[src/rtl/xlat_pkg.sv]
package xlat_pkg;
  typedef enum logic [1:0] {
    ST_IDLE = 2'd0,
    ST_REQ  = 2'd1,
    ST_WAIT = 2'd2
  } xlat_state_e;

  typedef struct packed {
    logic mbo;
    logic user;
    logic write;
  } xlat_mode_t;
endpackage

[src/rtl/xlat_op_decode.sv]
module xlat_op_decode #(
  parameter int OP_W     = 3,
  parameter int N_SUPP   = 4
) (
  input  logic [OP_W-1:0]       op_sel_i,
  output logic                  supported_o,
  output xlat_pkg::xlat_mode_t  mode_o
);
  localparam logic [OP_W-1:0] SUPP_LIM = OP_W'(N_SUPP);

  always_comb begin
    supported_o  = (op_sel_i < SUPP_LIM);
    mode_o.mbo   = 1'b1;
    mode_o.user  = op_sel_i[1];
    mode_o.write = op_sel_i[0];
  end
endmodule

[src/rtl/xlat_req_ctrl.sv]
module xlat_req_ctrl #(
  parameter int VA_W = 32
) (
  input  logic                  clk_i,
  input  logic                  rst_ni,
  input  logic                  op_we_i,
  input  logic                  supported_i,
  input  xlat_pkg::xlat_mode_t  mode_i,
  input  logic [VA_W-1:0]       va_i,
  input  logic                  xreq_ready_i,
  input  logic                  xrsp_valid_i,
  output logic                  xreq_valid_o,
  output logic [VA_W-1:0]       xreq_va_o,
  output xlat_pkg::xlat_mode_t  xreq_mode_o,
  output logic                  busy_o,
  output logic                  err_o,
  output logic                  overrun_o,
  output logic                  rsp_take_o
);
  import xlat_pkg::*;

  xlat_state_e state_q, state_d;
  logic        accept;

  assign accept     = op_we_i && (state_q == ST_IDLE) && supported_i;
  assign rsp_take_o = (state_q == ST_WAIT) && xrsp_valid_i;

  always_comb begin
    state_d = state_q;
    unique case (state_q)
      ST_IDLE: if (accept)       state_d = ST_REQ;
      ST_REQ:  if (xreq_ready_i) state_d = ST_WAIT;
      ST_WAIT: if (xrsp_valid_i) state_d = ST_IDLE;
      default:                   state_d = ST_IDLE;
    endcase
  end

  always_ff @(posedge clk_i or negedge rst_ni) begin
    if (!rst_ni) begin
      state_q     <= ST_IDLE;
      xreq_va_o   <= '0;
      xreq_mode_o <= '0;
      err_o       <= 1'b0;
      overrun_o   <= 1'b0;
    end else begin
      state_q   <= state_d;
      err_o     <= op_we_i && (state_q == ST_IDLE) && !supported_i;
      overrun_o <= op_we_i && (state_q != ST_IDLE);
      if (accept) begin
        xreq_va_o   <= va_i;
        xreq_mode_o <= mode_i;
      end
    end
  end

  assign xreq_valid_o = (state_q == ST_REQ);
  assign busy_o       = (state_q != ST_IDLE);


  req_hold_chk: assert property (@(posedge clk_i) disable iff (!rst_ni)
    xreq_valid_o && !xreq_ready_i |=> xreq_valid_o && $stable(xreq_va_o) && $stable(xreq_mode_o));

  overrun_chk: assert property (@(posedge clk_i) disable iff (!rst_ni)
    op_we_i && busy_o |=> overrun_o && $stable(xreq_va_o));

  unsupported_chk: assert property (@(posedge clk_i) disable iff (!rst_ni)
    op_we_i && !busy_o && !supported_i |=> err_o && !busy_o);

  busy_hold_chk: assert property (@(posedge clk_i) disable iff (!rst_ni)
    busy_o && !xrsp_valid_i |=> busy_o);
endmodule

[src/rtl/xlat_result_fmt.sv]
module xlat_result_fmt #(
  parameter int PA_W     = 32,
  parameter int PG_SHIFT = 12,
  parameter int FS_W     = 5
) (
  input  logic                   clk_i,
  input  logic                   rst_ni,
  input  logic                   load_i,
  input  logic                   fault_i,
  input  logic [PA_W-PG_SHIFT-1:0] ppn_i,
  input  logic [PG_SHIFT-2:0]    attr_i,
  input  logic                   ext_i,
  input  logic [FS_W-1:0]        fs_i,
  output logic [PA_W-1:0]        par_o
);
  localparam int EXT_BIT = FS_W + 1;
  localparam int FSH_BIT = FS_W;

  logic [PA_W-1:0] ok_val, flt_val;

  always_comb begin
    ok_val = {ppn_i, attr_i, 1'b0};
    flt_val = '0;
    flt_val[0]             = 1'b1;
    flt_val[FS_W-1:1]      = fs_i[FS_W-2:0];
    flt_val[FSH_BIT]       = fs_i[FS_W-1];
    flt_val[EXT_BIT]       = ext_i;
  end

  always_ff @(posedge clk_i or negedge rst_ni) begin
    if (!rst_ni)     par_o <= '0;
    else if (load_i) par_o <= fault_i ? flt_val : ok_val;
  end


  par_hold_chk: assert property (@(posedge clk_i) disable iff (!rst_ni)
    !load_i |=> $stable(par_o));

  fault_flag_chk: assert property (@(posedge clk_i) disable iff (!rst_ni)
    load_i && fault_i |=> par_o[0] && (par_o[PA_W-1:EXT_BIT+1] == '0));

  ok_flag_chk: assert property (@(posedge clk_i) disable iff (!rst_ni)
    load_i && !fault_i |=> !par_o[0]);
endmodule

[src/rtl/xlat_result_unit.sv]
module xlat_result_unit #(
  parameter int OP_W     = 3,
  parameter int VA_W     = 32,
  parameter int PA_W     = 32,
  parameter int PG_SHIFT = 12,
  parameter int FS_W     = 5
) (
  input  logic                      clk_i,
  input  logic                      rst_ni,
  input  logic                      op_we_i,
  input  logic [OP_W-1:0]           op_sel_i,
  input  logic [VA_W-1:0]           op_data_i,
  output logic [PA_W-1:0]           par_o,
  output logic                      busy_o,
  output logic                      err_o,
  output logic                      overrun_o,
  output logic                      xreq_valid_o,
  input  logic                      xreq_ready_i,
  output logic [VA_W-1:0]           xreq_va_o,
  output logic [1:0]                xreq_size_o,
  output logic                      xreq_mbo_o,
  output logic                      xreq_user_o,
  output logic                      xreq_write_o,
  input  logic                      xrsp_valid_i,
  input  logic                      xrsp_fault_i,
  input  logic [PA_W-PG_SHIFT-1:0]  xrsp_ppn_i,
  input  logic [PG_SHIFT-2:0]       xrsp_attr_i,
  input  logic                      xrsp_ext_i,
  input  logic [FS_W-1:0]           xrsp_fs_i
);
  import xlat_pkg::*;

  logic       supported, rsp_take;
  xlat_mode_t dec_mode, req_mode;

  xlat_op_decode #(.OP_W(OP_W), .N_SUPP(4)) u_dec (
    .op_sel_i    (op_sel_i),
    .supported_o (supported),
    .mode_o      (dec_mode)
  );

  xlat_req_ctrl #(.VA_W(VA_W)) u_ctrl (
    .clk_i        (clk_i),
    .rst_ni       (rst_ni),
    .op_we_i      (op_we_i),
    .supported_i  (supported),
    .mode_i       (dec_mode),
    .va_i         (op_data_i),
    .xreq_ready_i (xreq_ready_i),
    .xrsp_valid_i (xrsp_valid_i),
    .xreq_valid_o (xreq_valid_o),
    .xreq_va_o    (xreq_va_o),
    .xreq_mode_o  (req_mode),
    .busy_o       (busy_o),
    .err_o        (err_o),
    .overrun_o    (overrun_o),
    .rsp_take_o   (rsp_take)
  );

  xlat_result_fmt #(.PA_W(PA_W), .PG_SHIFT(PG_SHIFT), .FS_W(FS_W)) u_fmt (
    .clk_i   (clk_i),
    .rst_ni  (rst_ni),
    .load_i  (rsp_take),
    .fault_i (xrsp_fault_i),
    .ppn_i   (xrsp_ppn_i),
    .attr_i  (xrsp_attr_i),
    .ext_i   (xrsp_ext_i),
    .fs_i    (xrsp_fs_i),
    .par_o   (par_o)
  );

  assign xreq_size_o  = 2'd0;
  assign xreq_mbo_o   = req_mode.mbo;
  assign xreq_user_o  = req_mode.user;
  assign xreq_write_o = req_mode.write;


  req_mbo_chk: assert property (@(posedge clk_i) disable iff (!rst_ni)
    xreq_valid_o |-> xreq_mbo_o);
endmodule

[config.mk]
export PLATFORM = sky130hd
export DESIGN_NAME = xlat_result_unit
export DESIGN_NICKNAME = d
export VERILOG_FILES = /design/src/rtl/xlat_pkg.sv /design/src/rtl/xlat_op_decode.sv /design/src/rtl/xlat_req_ctrl.sv /design/src/rtl/xlat_result_fmt.sv /design/src/rtl/xlat_result_unit.sv
export SDC_FILE = /design/constraint.sdc
export NUM_CORES = 1
export LEC_CHECK = 0
export BUFFER_PORTS_ARGS = -buffer_cell sky130_fd_sc_hd__buf_2
export CORE_ASPECT_RATIO = 0.7
export CORE_MARGIN = 4
export CORE_UTILIZATION = 45
export CTS_CLUSTER_SIZE = 20
export DETAILED_ROUTE_END_ITERATION = 10
export PLACE_DENSITY = 0.8
export SETUP_SLACK_MARGIN = 0.2
export SLEW_MARGIN = 10
export SYNTH_ARGS = -nofsm -noshare
export SYNTH_HDL_FRONTEND = slang
export SYNTH_SLANG_ARGS = --single-unit
[constraint.sdc]
create_clock -name clk_i -period 2.2 [get_ports clk_i]
set_input_delay 0.33 -clock clk_i [delete_from_list [all_inputs] [get_ports clk_i]]
set_output_delay 0.33 -clock clk_i [all_outputs]
set_load 0.1 [all_outputs]
==> flow_metrics.env, run 1 <==
export IMPL_core_mm2=0.00628
export IMPL_drc=0
export IMPL_cts_buffers=9
export IMPL_pre_cts_slack_ps=530
export IMPL_cts_buffer_depth=2
export IMPL_yosysUniqueCellTypes=18
export IMPL_layout_cells_most_common="buf_2"
export IMPL_cts_resized=0
export IMPL_fillers=499
export IMPL_critical_path_buf_inv_count=1
export IMPL_synth_mux_area_frac=0.277
export IMPL_worst_pin_slew_ps=594
export IMPL_grt_pass1_wl_um=10100
export IMPL_drt_iter0_markers=45
export IMPL_htreeDepth=3
export IMPL_synth_compound_area_frac=0.00598
export IMPL_crit_family="flip-flops"
export IMPL_vias=2018
export IMPL_clockRootBuffer="clkbuf_8"
export IMPL_hold_viol=0
export IMPL_drive_gt1_frac=0.682
export IMPL_synthCells=193
export IMPL_cap_viol_max_count=0
export IMPL_seq_area_mm2=0.00178
export IMPL_critical_path_max_fanout=5
export IMPL_clk_latency_ps=330
export IMPL_finalCriticalPeriod_ps=1790
export IMPL_ys_seq_elements=71
export IMPL_num_rows=24
export IMPL_final_max_slew_viol_count=0
export IMPL_numClockSinks=71
export IMPL_cp_required_ps=1870
export IMPL_grt_util_all_layers=0.163
export IMPL_reg2reg_from="u_ctrl.state_q[1]$_DFFE_PN0P_"
export IMPL_tns_ps=0
export IMPL_timing_final_ws_setup_ps=409
export IMPL_synth_top_family_by_area="multiplexers"
export IMPL_syn_area_per_cell_um2=15.2
export IMPL_wire_per_inst_um=14.7
export IMPL_yosys_top_cells_area="dfrtp_1, mux2_2, nor2b_1, mux2_1, buf_4"
export IMPL_synth_top_area_frac=0.607
export IMPL_detail_route_antenna_nets=0
export IMPL_fmax_mhz=558
export IMPL_slew_headroom=0.604
export IMPL_regToRegSetupSlack_ps=520
export IMPL_cp_start_kind="flop"
export IMPL_die_h_um=75.5
export IMPL_drtPass1Iterations=4
export IMPL_io_buffers=148
export IMPL_gp_congestion=0.727
export IMPL_die_w_um=104
export IMPL_nNetsFinal=422
export IMPL_synth_warnings=0
export IMPL_wirelength_um=6260
export IMPL_cts_setup_buffers=0
export IMPL_synth_xor_area_share=0
export IMPL_status="finished, final reports clean"
export IMPL_ff2ff_path_depth=3
export IMPL_max_stage_delay_ps=440
export IMPL_grt_pass1_vias=2103
export IMPL_layout_common_cells="buf_2, dfrtp_1, mux2_2"
export IMPL_clkTransAtPathRegs_ps=80
export IMPL_netlist_area_mm2=0.00293
export IMPL_n_antenna_cell=0
export IMPL_slowest_stage="dfrtp_1"
export IMPL_synthSimpleGateAreaFrac=0.0782
export IMPL_rr_endpoint="u_ctrl.xreq_va_o[5]$_DFFE_PN0P_"
export IMPL_dpl_hpwl_um=4610
export IMPL_cts_tree="done"
export IMPL_dieArea_mm2=0.00788
export IMPL_hp_class="input port to async pin"
export IMPL_critical_path_arrival_ps=1460
export IMPL_setup_violations=0
export IMPL_synth_seq_area_share=0.607
export IMPL_worstPathCellList="and2b_2, buf_2"
export IMPL_critPathCaptureType="primary output"
export IMPL_rsz0062_at_grt="false"
export IMPL_multi_input_area_mm2=0.00106
export IMPL_synthAdderAreaFrac=0
export IMPL_finClkSkew_ps=11.2
export IMPL_grt_max_degree=72
export IMPL_syn2layout_area_growth_pct=34.4
export IMPL_viasPerCell=4.73
export IMPL_crit_type="flop to primary output"
export IMPL_start_util=0.467
export IMPL_fin_crit_sh=0.814
export IMPL_yosysTopAreaCell="dfrtp_1"
export IMPL_antenna_found_initial=0
export IMPL_grt_overflow=0
export IMPL_io_pins=151
export IMPL_cts_hold_buf=0
-- per-layer routing --
metal | global-route usage | vias to the layer above | part of all wire
li1 | - | 955 | -
met2 | 0.260 | 92 | 0.47
met5 | 0 | - | 0
met4 | 0.0354 | 0 | 0.0049
met3 | 0.104 | 4 | 0.12
met1 | 0.191 | 967 | 0.41
-- cells in the mapped netlist (all sizes together) --
cell / number
a21o: 1
a22o: 1
and2: 1
and2b: 1
and3b: 1
buf: 8
clkbuf: 4
conb: 1
dfrtp: 71
inv: 1
mux2: 72
nand2: 1
nor2: 2
nor2b: 25
nor4b: 1
or2: 2
-- kinds of logic (layout without fill, tap and decap cells) --
family	count (synthesis)	count (layout)
AOI/OAI and AO/OA	2	2
buffers and inverters	13	168
DFF	71	71
muxes	72	72
other	1	2
and+or+nand+nor	34	34
-- sequential cells by signal (all words and copies together), names as in the netlist --
| name | cells |
|---|---|
| u_ctrl.xreq_va_o | 32 |
| u_fmt.par_o | 32 |
| u_ctrl.xreq_mode_o | 3 |
| u_ctrl.state_q | 2 |
| u_ctrl.err_o | 1 |
| u_ctrl.overrun_o | 1 |
-- layout make-up --
| class | count | area share |
|---|---|---|
| clock inverters | 4 | 0.0178 |
| multi-input cells | 110 | 0.271 |
| clock buffers | 12 | 0.0343 |
| repair buffers | 151 | 0.200 |
| flip-flops and latches | 71 | 0.451 |
| inverters | 1 | 0.000954 |
| well taps | 78 | 0.0248 |
-- worst max-delay path by stage --
stage,slack [ps],cells past startpoint,startpoint,endpoint
3_3_place_gp,580,3,u_ctrl.state_q[1]$_DFFE_PN0P_,u_ctrl.xreq_va_o[30]$_DFFE_PN0P_
4_1_cts,390,2,u_ctrl.state_q[1]$_DFFE_PN0P_,xreq_valid_o
2_1_floorplan,590,3,u_ctrl.state_q[1]$_DFFE_PN0P_,u_ctrl.xreq_va_o[10]$_DFFE_PN0P_
3_5_place_dp,530,3,u_ctrl.state_q[1]$_DFFE_PN0P_,u_ctrl.xreq_va_o[4]$_DFFE_PN0P_
5_1_grt,320,2,u_ctrl.state_q[1]$_DFFE_PN0P_,xreq_valid_o
6_report,410,2,u_ctrl.state_q[1]$_DFFE_PN0P_,xreq_valid_o
-- per-stage QoR --
stage | instance area [um2] | instances | hold WS (ps) | util
after global placement | 3730 | 411 | 381 | 0.594
after floorplan | 2930 | 194 | 34.4 | -
final | 3940 | 427 | 15.0 | 0.627
after CTS | 3940 | 427 | 13.3 | 0.627
after global routing | 3940 | 427 | 21.9 | 0.627
after detailed placement | 3730 | 411 | 386 | 0.594
Power of run 1 is left out: the tool's default activity adds up to more than one toggle a clock period on the data nets, which glitch-free logic cannot reach.
==> run 2: changes to the inputs <==
Settings changed: CORE_UTILIZATION 45 to 41, PLACE_DENSITY 0.8 to 0.76.
Clock period 2.2 ns to 1.6 ns, I/O delays scaled along.
==> run 2 against run 1 <==
First-iteration DRC count increased by 62%. Global-route usage shrank 1.6 points. Largest cell class unchanged. Setup slack lost 330 ps. Hold slack better by 110 ps. Sequential share of layout area shrank 5.0 points. Die area is 8.8% higher.
==> flow_metrics.env, run 2 (synthesized netlist as in run 1, its figures left out) <==
export IMPL_layout_common_cells="buf_2, dfrtp_1, mux2_2"
export IMPL_antenna_found_initial=0
export IMPL_syn2layout_area_growth_pct=51.2
export IMPL_met3_length_um=595
export IMPL_rr_endpoint="u_ctrl.xreq_va_o[3]$_DFFE_PN0P_"
export IMPL_vias=2126
export IMPL_hp_class="input port to flop"
export IMPL_finClkSkew_ps=6.82
export IMPL_grt_overflow=0
export IMPL_wl_met1_um=3350
export IMPL_drc=0
export IMPL_grt_max_degree=37
export IMPL_numClockSinks=71
export IMPL_cts_tree="done"
export IMPL_final_max_slew_viol_count=0
export IMPL_crit_type="flop to flop"
export IMPL_wire_per_inst_um=16.1
export IMPL_fmax_mhz=659
export IMPL_dpl_hpwl_um=4510
export IMPL_cts_buffers=9
export IMPL_dr_max_layer_used="met4"
export IMPL_die_w_um=109
export IMPL_instances_no_fill=453
export IMPL_grt_pass1_vias=1966
export IMPL_rsz0062_at_grt="true"
export IMPL_drt_iter0_markers=73
export IMPL_htreeDepth=3
export IMPL_cp_start_kind="flop"
export IMPL_status="finished, final reports clean"
export IMPL_critical_path_arrival_ps=1740
export IMPL_regToRegSetupSlack_ps=80
export IMPL_n_antenna_cell=0
export IMPL_detail_route_antenna_nets=0
export IMPL_drtPass1Iterations=4
export IMPL_die_h_um=78.7
export IMPL_min_path_cells=2
export IMPL_num_rows=25
export IMPL_layout_cells_most_common="buf_2"
export IMPL_nNetsFinal=432
export IMPL_gp_congestion=0.662
export IMPL_dieArea_mm2=0.00858
export IMPL_min_to="u_ctrl.xreq_va_o[24]$_DFFE_PN0P_"
export IMPL_finalCriticalPeriod_ps=1520
export IMPL_drive_gt1_frac=0.713
export IMPL_hold_viol=0
export IMPL_core_mm2=0.00685
export IMPL_reg_largest_list="u_ctrl.xreq_va_o x32, u_fmt.par_o x32, u_ctrl.xreq_mode_o x3"
export IMPL_reg2reg_from="u_ctrl.state_q[0]$_DFFE_PN0P_"
export IMPL_critPathCaptureType="flop"
export IMPL_setup_violations=0
export IMPL_grt_util_all_layers=0.147
export IMPL_cts_buffer_depth=2
export IMPL_start_util=0.427
export IMPL_viasPerCell=4.69
export IMPL_clockRootBuffer="clkbuf_8"
export IMPL_clk_latency_ps=340
export IMPL_clkTransAtPathRegs_ps=80
export IMPL_cap_viol_max_count=0
export IMPL_wirelength_um=7270
export IMPL_fin_crit_sh=0.949
export IMPL_tns_ps=0
export IMPL_cp_required_ps=1820
export IMPL_ff2ff_path_depth=4
export IMPL_min_from="op_data_i[24]"
export IMPL_io_buffers=148
export IMPL_critical_path_max_fanout=9
export IMPL_grt_pass1_wl_um=9670
export IMPL_routed_wl_met2_um=3270
export IMPL_placedCellCount=428
export IMPL_placed_area_mm2=0.00379
export IMPL_final_cell_area_mm2=0.00443
export IMPL_io_pins=151
run 2: cell types whose count changed in the layout (fill, tap and decap cells not counted), moves of 2 or more:
| cell | before | now |
|---|---|---|
| clkbuf_8 | 9 | 12 |
| mux2_2 | 68 | 39 |
| clkinv_2 | 2 | 0 |
| dfrtp_2 | 0 | 2 |
| buf_12 | 2 | 5 |
| clkbuf_16 | 0 | 5 |
| clkbuf_1 | 3 | 0 |
| buf_4 | 1 | 4 |
| buf_2 | 148 | 120 |
| clkbuf_4 | 0 | 24 |
| dfrtp_1 | 71 | 69 |
| mux2_4 | 0 | 33 |
| mux2_1 | 4 | 0 |
run 2: worst max-delay path by stage:
stage / startpoint / endpoint / slack, ps / depth (start not counted)
3_3_place_gp: u_ctrl.state_q[0]$_DFFE_PN0P_ / u_ctrl.xreq_va_o[28]$_DFFE_PN0P_ / 140 / 3
4_1_cts: u_ctrl.state_q[0]$_DFFE_PN0P_ / u_ctrl.xreq_va_o[3]$_DFFE_PN0P_ / 90 / 3
2_1_floorplan: u_ctrl.state_q[0]$_DFFE_PN0P_ / u_ctrl.xreq_va_o[10]$_DFFE_PN0P_ / 8 / 3
5_1_grt: u_ctrl.state_q[0]$_DFFE_PN0P_ / u_ctrl.xreq_va_o[21]$_DFFE_PN0P_ / 20 / 4
3_5_place_dp: u_ctrl.state_q[0]$_DFFE_PN0P_ / u_ctrl.xreq_va_o[25]$_DFFE_PN0P_ / 90 / 3
6_report: u_ctrl.state_q[0]$_DFFE_PN0P_ / u_ctrl.xreq_va_o[3]$_DFFE_PN0P_ / 80 / 4
run 2: critical path, stage by stage, from the launching register on:
cell	delay, ps
dfrtp_2	440
nor4b_4	290
buf_6	180
clkbuf_16	160
mux2_2	330
run 2: area by class of cell:
class	instances	area, um2
clock buffers	12	165
multi-input cells	110	1190
clock inverters	4	98.8
flip-flops and latches	71	1780
well taps	94	118
repair buffers	161	1070
fillers	541	2420
inverters	1	3.75
run 2: metal layers:
metal,global-route usage,up-vias
met5,0,-
met4,0.0492,0
met3,0.0544,6
met2,0.221,89
met1,0.197,1052
li1,-,979
run 2: through the flow:
step           setup WS, ps   util  hold slack (ps)
4_1_cts                85.7  0.601              107
2_1_floorplan          8.48      -            -55.6
6_report               81.8  0.646              130
5_1_grt                22.9  0.646              104
3_5_place_dp           89.5  0.554              226
3_3_place_gp            145  0.554              220
run 2: timing repair:
item                                    4_1_cts  5_1_grt
setup buffers                                 1        1
hold buffers                                  1        0
pin swaps                                     0        1
endpoints found under the hold margin        35        0
gates resized for setup                       8       60
cloned                                        1        5
endpoints found under the setup margin       67       92
Power of run 2 is left out for the same reason.
